<file path="src/rtl/restoring_divider_pkg.sv">
package restoring_divider_pkg;
  typedef enum logic {
    DV_IDLE = 1'b0,
    DV_RUN  = 1'b1
  } dv_state_e;
endpackage

</file>
<file path="src/rtl/dv_rst_sync.sv">
module dv_rst_sync (
  input  logic clk,
  input  logic rst_n,
  output logic rst_sync_n
);
  logic meta_q;
  logic sync_q;

  always_ff @(posedge clk or negedge rst_n) begin
    if (!rst_n) begin
      meta_q <= 1'b0;
      sync_q <= 1'b0;
    end else begin
      meta_q <= 1'b1;
      sync_q <= meta_q;
    end
  end

  assign rst_sync_n = sync_q;
endmodule

</file>
<file path="src/rtl/dv_ctrl.sv">
module dv_ctrl #(
  parameter int N = 8
) (
  input  logic clk,
  input  logic rst_n,
  input  logic start,
  output logic load,
  output logic step,
  output logic busy,
  output logic done
);
  import restoring_divider_pkg::*;

  localparam int ITERS = N + 1;
  localparam int CW    = $clog2(ITERS + 1);
  localparam logic [CW-1:0] LAST = CW'(ITERS - 1);

  dv_state_e      state_q, state_n;
  logic [CW-1:0]  cnt_q, cnt_n;
  logic           done_q, done_n;
  logic           cnt_en;

  always_comb begin
    state_n = state_q;
    cnt_n   = cnt_q;
    done_n  = 1'b0;
    load    = 1'b0;
    step    = 1'b0;
    cnt_en  = 1'b0;
    unique case (state_q)
      DV_IDLE: begin
        if (start) begin
          load    = 1'b1;
          state_n = DV_RUN;
          cnt_n   = '0;
          cnt_en  = 1'b1;
        end
      end
      DV_RUN: begin
        step   = 1'b1;
        cnt_en = 1'b1;
        cnt_n  = cnt_q + 1'b1;
        if (cnt_q == LAST) begin
          state_n = DV_IDLE;
          done_n  = 1'b1;
        end
      end
      default: state_n = DV_IDLE;
    endcase
  end

  always_ff @(posedge clk or negedge rst_n) begin
    if (!rst_n) begin
      state_q <= DV_IDLE;
      done_q  <= 1'b0;
    end else begin
      state_q <= state_n;
      done_q  <= done_n;
    end
  end

  always_ff @(posedge clk or negedge rst_n) begin
    if (!rst_n) begin
      cnt_q <= '0;
    end else if (cnt_en) begin
      cnt_q <= cnt_n;
    end
  end

  assign busy = (state_q == DV_RUN);
  assign done = done_q;
endmodule

</file>
<file path="src/rtl/dv_datapath.sv">
module dv_datapath #(
  parameter int N = 8
) (
  input  logic         clk,
  input  logic         rst_n,
  input  logic         load,
  input  logic         step,
  input  logic [N-1:0] dividend,
  input  logic [N-1:0] divisor,
  output logic [N-1:0] quotient,
  output logic [N-1:0] remainder
);
  localparam int W = 2 * N;

  logic [W-1:0] dsr_q, dsr_n;
  logic [W-1:0] prem_q, prem_n;
  logic [N-1:0] quo_q, quo_n;
  logic [W:0]   trial;
  logic         trial_neg;
  logic         reg_en;

  assign trial     = {1'b0, prem_q} - {1'b0, dsr_q};
  assign trial_neg = trial[W];
  assign reg_en    = load | step;

  always_comb begin
    dsr_n  = dsr_q;
    prem_n = prem_q;
    quo_n  = quo_q;
    if (load) begin
      dsr_n  = {divisor, {N{1'b0}}};
      prem_n = {{N{1'b0}}, dividend};
      quo_n  = '0;
    end else if (step) begin
      if (!trial_neg) begin
        prem_n = trial[W-1:0];
      end
      quo_n = {quo_q[N-2:0], ~trial_neg};
      dsr_n = {1'b0, dsr_q[W-1:1]};
    end
  end

  always_ff @(posedge clk or negedge rst_n) begin
    if (!rst_n) begin
      dsr_q  <= '0;
      prem_q <= '0;
      quo_q  <= '0;
    end else if (reg_en) begin
      dsr_q  <= dsr_n;
      prem_q <= prem_n;
      quo_q  <= quo_n;
    end
  end

  assign quotient  = quo_q;
  assign remainder = prem_q[N-1:0];
endmodule

</file>
<file path="src/rtl/restoring_divider.sv">
module restoring_divider #(
  parameter int N = 8
) (
  input  logic         clk,
  input  logic         rst_n,
  input  logic         start,
  input  logic [N-1:0] dividend,
  input  logic [N-1:0] divisor,
  output logic         busy,
  output logic         done,
  output logic [N-1:0] quotient,
  output logic [N-1:0] remainder
);
  logic rst_i_n;
  logic load;
  logic step;

  dv_rst_sync u_rst (
    .clk        (clk),
    .rst_n      (rst_n),
    .rst_sync_n (rst_i_n)
  );

  dv_ctrl #(.N(N)) u_ctrl (
    .clk   (clk),
    .rst_n (rst_i_n),
    .start (start),
    .load  (load),
    .step  (step),
    .busy  (busy),
    .done  (done)
  );

  dv_datapath #(.N(N)) u_dp (
    .clk       (clk),
    .rst_n     (rst_i_n),
    .load      (load),
    .step      (step),
    .dividend  (dividend),
    .divisor   (divisor),
    .quotient  (quotient),
    .remainder (remainder)
  );
endmodule

</file>
<file path="config.mk">
export PLATFORM = sky130hd
export DESIGN_NAME = restoring_divider
export DESIGN_NICKNAME = d
export VERILOG_FILES = /design/src/rtl/restoring_divider_pkg.sv /design/src/rtl/dv_rst_sync.sv /design/src/rtl/dv_ctrl.sv /design/src/rtl/dv_datapath.sv /design/src/rtl/restoring_divider.sv
export SDC_FILE = /design/constraint.sdc
export NUM_CORES = 1
export LEC_CHECK = 0
export BUFFER_PORTS_ARGS = -buffer_cell sky130_fd_sc_hd__buf_4
export CAP_MARGIN = 20
export CORE_ASPECT_RATIO = 1.25
export CORE_MARGIN = 8
export CORE_UTILIZATION = 50
export DETAILED_ROUTE_END_ITERATION = 8
export PLACE_DENSITY = 0.71
export REMOVE_ABC_BUFFERS = 1
export SETUP_SLACK_MARGIN = 0.05
export SYNTH_ARGS = -nofsm -noshare
export SYNTH_HDL_FRONTEND = slang
export SYNTH_HIERARCHICAL = 1
export SYNTH_SLANG_ARGS = --single-unit
export TNS_END_PERCENT = 20
</file>
<file path="constraint.sdc">
create_clock -name clk -period 1.5 [get_ports clk]
set_input_delay 0.45 -clock clk [delete_from_list [all_inputs] [get_ports clk]]
set_output_delay 0.45 -clock clk [all_outputs]
set_load 0.01 [all_outputs]
</file>
==> results.tsv <==
stage	metric	value	unit
global_routing	GRT Residual Overflow	0	
timing	final worst setup slack	-0.835	ns
drt	Final ANT Viol Nets	0	
worst_setup_path	reg-to-reg slack, setup	-0.84	ns
placement	Place WS	-1.06	ns
timing	final setup vio count	19	
worst_setup_path	worst r2r path cells	10	
layout	Layout area overhead	38.6	%
logic_synthesis	top post-synthesis cells by area	dfrtp_1 (41%), mux2i_1 (8.8%), ha_1 (7.6%)	
placement	IO Port Bufs	36	
worst_setup_path	largest fanout on the critical path	6	
worst_setup_path	CP Capture Type	flip-flop	
hold_path	type of the tightest min-delay check	flip-flop to asynchronous set/reset pin	
logic_synthesis	cell taking the most area after synthesis	dfrtp_1	
clock_network	CTS max path bufs	2	
layout	nets	449	
floorplanning	Initial Utilization	51.5	%
floorplanning	die area	8650	sq um
logic_synthesis	sequential area share after synthesis	40.6	%
clock_network	CTS root buffer	clkbuf_8	
clock_network	CTS buffer count	5	
global_routing	total track usage	17.5	%
clock_network	clock latency on the worst-skew pair	0.30	ns
drt	first-iteration detailed-routing DRC count	111	
placement	Placed Cells	463	
timing	Final Cycle Share	156	%
layout	Cell Count, Final, Fillers Out	478	
logic_synthesis	xor and xnor area share after synthesis	3.26	%
worst_setup_path	CP Data Required Time	1.70	ns
placement	dpl hpwl	5300	microns
timing	maximum clock rate	428	MHz
timing	worst-margin pin slew	0.510	ns
drt	Routed WL per cell	14.8	microns
logic_synthesis	Mapped Cells	300	
drt	DRT Wirelength	7090	microns
logic_synthesis	mux share of post-synthesis cell area	9.56	%
drt	# DRC	0	
worst_setup_path	critical path arrival	2.53	ns
run	max-cap violations	0	
logic_synthesis	compound-cell area share of the yosys netlist	19.7	%
layout	number of diodes	0	
placement	GPL Wtd Cong	0.897	
logic_synthesis	Synth Cell Area	2960	sq um
outcome	outcome	finished, violations left	
clock_network	H-tree depth	2	
timing	fin crit period	2.34	ns
floorplanning	die height	102	microns
timing	RSZ-0062 raised after global routing	yes	
worst_setup_path	Critical Path End	u_dp/prem_q[12]	
logic_synthesis	main combinational cell family by area after synthesis	compound AO/OA/AOI/OAI gates	
logic_synthesis	Synth Area in Adders	8.29	%
clock_network	CTS clock-pin slew for the worst setup and hold paths	0.09	ns
floorplanning	IO Pins	37	
timing	Slew HR	66.0	%
logic_synthesis	top cell type's share of synthesized area	40.6	%
layout	layout cells sized above 1	39.1	%
worst_setup_path	CP Launch Type	flip-flop	
drt	DR vias	2527	
floorplanning	DIE WIDTH	84.8	microns
timing	clk_skew	0.00704	ns
worst_setup_path	Worst R2R Start	u_dp/prem_q[0]	
global_routing	largest net degree at the start of global routing	32	
logic_synthesis	YS warnings	6	
clock_network	CTS tree	yes	
timing	final hold vios	0	
timing	Max Transition Viols Final	0	
logic_synthesis	EDFF count, synth	0	
logic_synthesis	Synth cell types	54	
worst_setup_path	worst setup path class	flip-flop to flip-flop	
floorplanning	row cnt	31	
logic_synthesis	syn avg cell area	9.86	sq um
outcome	failing checks	setup timing	
drt	Via-to-Cell Ratio	5.29	
drt	1st-pass router iterations	4	
logic_synthesis	share of synthesized cell area in and, or, nand and nor gates	11.1	%
worst_setup_path	reg-to-reg endpoint	u_dp/prem_q[12]	
logic_synthesis	Synth Flop Type	dfrtp_1	
global_routing	number of global-route vias before repair	2657	
global_routing	global-route wire length before repair	12100	microns
floorplanning	core area	5740	sq um
logic_synthesis	Synth Register Bits	48	
worst_setup_path	crit path from	u_dp/prem_q[0]	
clock_network	clock sink total	48	
global_routing	initial antenna violation count	0	
logic_synthesis	ys async rst share	100	%
==> cell type report <==
cell class / count / area, sq um
inverter: 27 / 101
clock buffer: 5 / 68.8
sequential: 48 / 1200
clock inverter: 3 / 22.5
fill: 446 / 1640
timing repair buffer: 123 / 997
tap: 66 / 82.6
multi-input combinational: 206 / 1630
==> critical path, stage by stage, from the launching register on <==
cell       delay, ns
dfrtp_1         0.40
inv_2           0.08
ha_4            0.13
fa_2            0.23
nor2b_4         0.05
o31a_4          0.29
a2111oi_4       0.24
nor2_2          0.08
o311a_4         0.37
buf_12          0.15
a32o_1          0.21
==> routing by layer <==
layer | wire (microns) | part of all wire, % | up-vias | GRT usage (%)
met2 | 3900 | 55 | 38 | 33.5
met5 | 0 | 0 | - | 0
met4 | 59 | 0.83 | 0 | 3.71
met1 | 2970 | 42 | 1218 | 19.6
met3 | 167 | 2.4 | 5 | 3.38
li1 | - | - | 1266 | -
==> placed cells by master, fill, tap and decap left out, drive strengths merged, types with 2 or more instances in the layout <==
cell,netlist,final
buf,13,122
dfrtp,48,48
nor2,35,35
inv,27,28
mux2i,26,26
o21ai,20,20
nand2,18,18
ha,18,18
a21oi,16,16
xor2,9,9
a22o,7,7
clkbuf,6,5
nor2b,5,5
o31ai,4,4
a221oi,4,4
o21a,3,3
o211ai,3,3
o31a,3,3
a21o,3,3
and3,2,2
nand2b,2,2
xnor2,2,2
o311ai,2,2
nor3,2,2
a32o,2,2
clkinv,0,2
mux2,2,2
==> worst min path at each step <==
stage                     depth (start not counted)  slack, ns             start               to
after global placement                            1       0.23             rst_n     u_rst/meta_q
final                                             0       0.24  u_rst/rst_sync_n    u_dp/dsr_q[1]
after global routing                              0       0.28  u_rst/rst_sync_n  u_dp/prem_q[15]
after floorplan                                   0       0.15             rst_n     u_rst/meta_q
after detailed placement                          1       0.23             rst_n     u_rst/meta_q
after CTS                                         0       0.26  u_rst/rst_sync_n  u_dp/prem_q[15]
==> cell families after synthesis <==
family,Yosys count
AOI/OAI and AO/OA,76
and+or+nand+nor,71
DFF,48
buffers and inverters,46
muxes,28
adders and majority gates,19
xor gates and xnor gates,11
other,1
==> cells in the mapped netlist, types with 2 or more instances <==
master / count
o21ai_1: 2
nand2_1: 18
mux2i_1: 26
and3_1: 2
o211ai_1: 3
inv_1: 27
a21o_1: 2
nor2_1: 33
a22o_1: 2
mux2_2: 2
a221oi_1: 2
nor2_2: 2
o311ai_0: 2
xnor2_1: 2
a221oi_2: 2
xor2_1: 9
o31a_1: 2
dfrtp_1: 48
nor2b_1: 4
o21ai_0: 18
o31ai_1: 4
ha_1: 18
nand2b_1: 2
a21oi_1: 16
nor3_1: 2
clkbuf_1: 6
buf_4: 10
a22o_2: 5
o21a_1: 3
a32o_1: 2
==> repair_timing <==
item / 4_1_cts / 5_1_grt
endpoints found under the hold margin: 2 / 0
hold buffers: 1 / 0
buffers inserted: 4 / 2
pin swaps: 7 / 5
endpoints found under the setup margin: 18 / 24
resized for setup: 21 / 12
==> flip-flops by register name, summed over array words and instances (netlist names) <==
signal / flops
u_ctrl/busy: 1
u_ctrl/cnt_q: 4
u_ctrl/done: 1
u_dp/dsr_q: 16
u_dp/prem_q: 16
u_dp/quotient: 8
u_rst/meta_q: 1
u_rst/rst_sync_n: 1
==> through the flow <==
step	instance area, sq um	hold slack [ns]	setup TNS (ns)	utilization, %
after floorplan	2840	0.154	-64.33	-
after global placement	3810	0.232	-15.44	66.4
after detailed placement	3810	0.233	-16.72	66.4
after CTS	4050	0.261	-13.42	70.6
after global routing	4100	0.284	-15.64	71.4
final	4100	0.241	-13.64	71.4
Power is left out: the tool's default activity adds up to more than one toggle a clock period on the data nets, which glitch-free logic cannot reach.
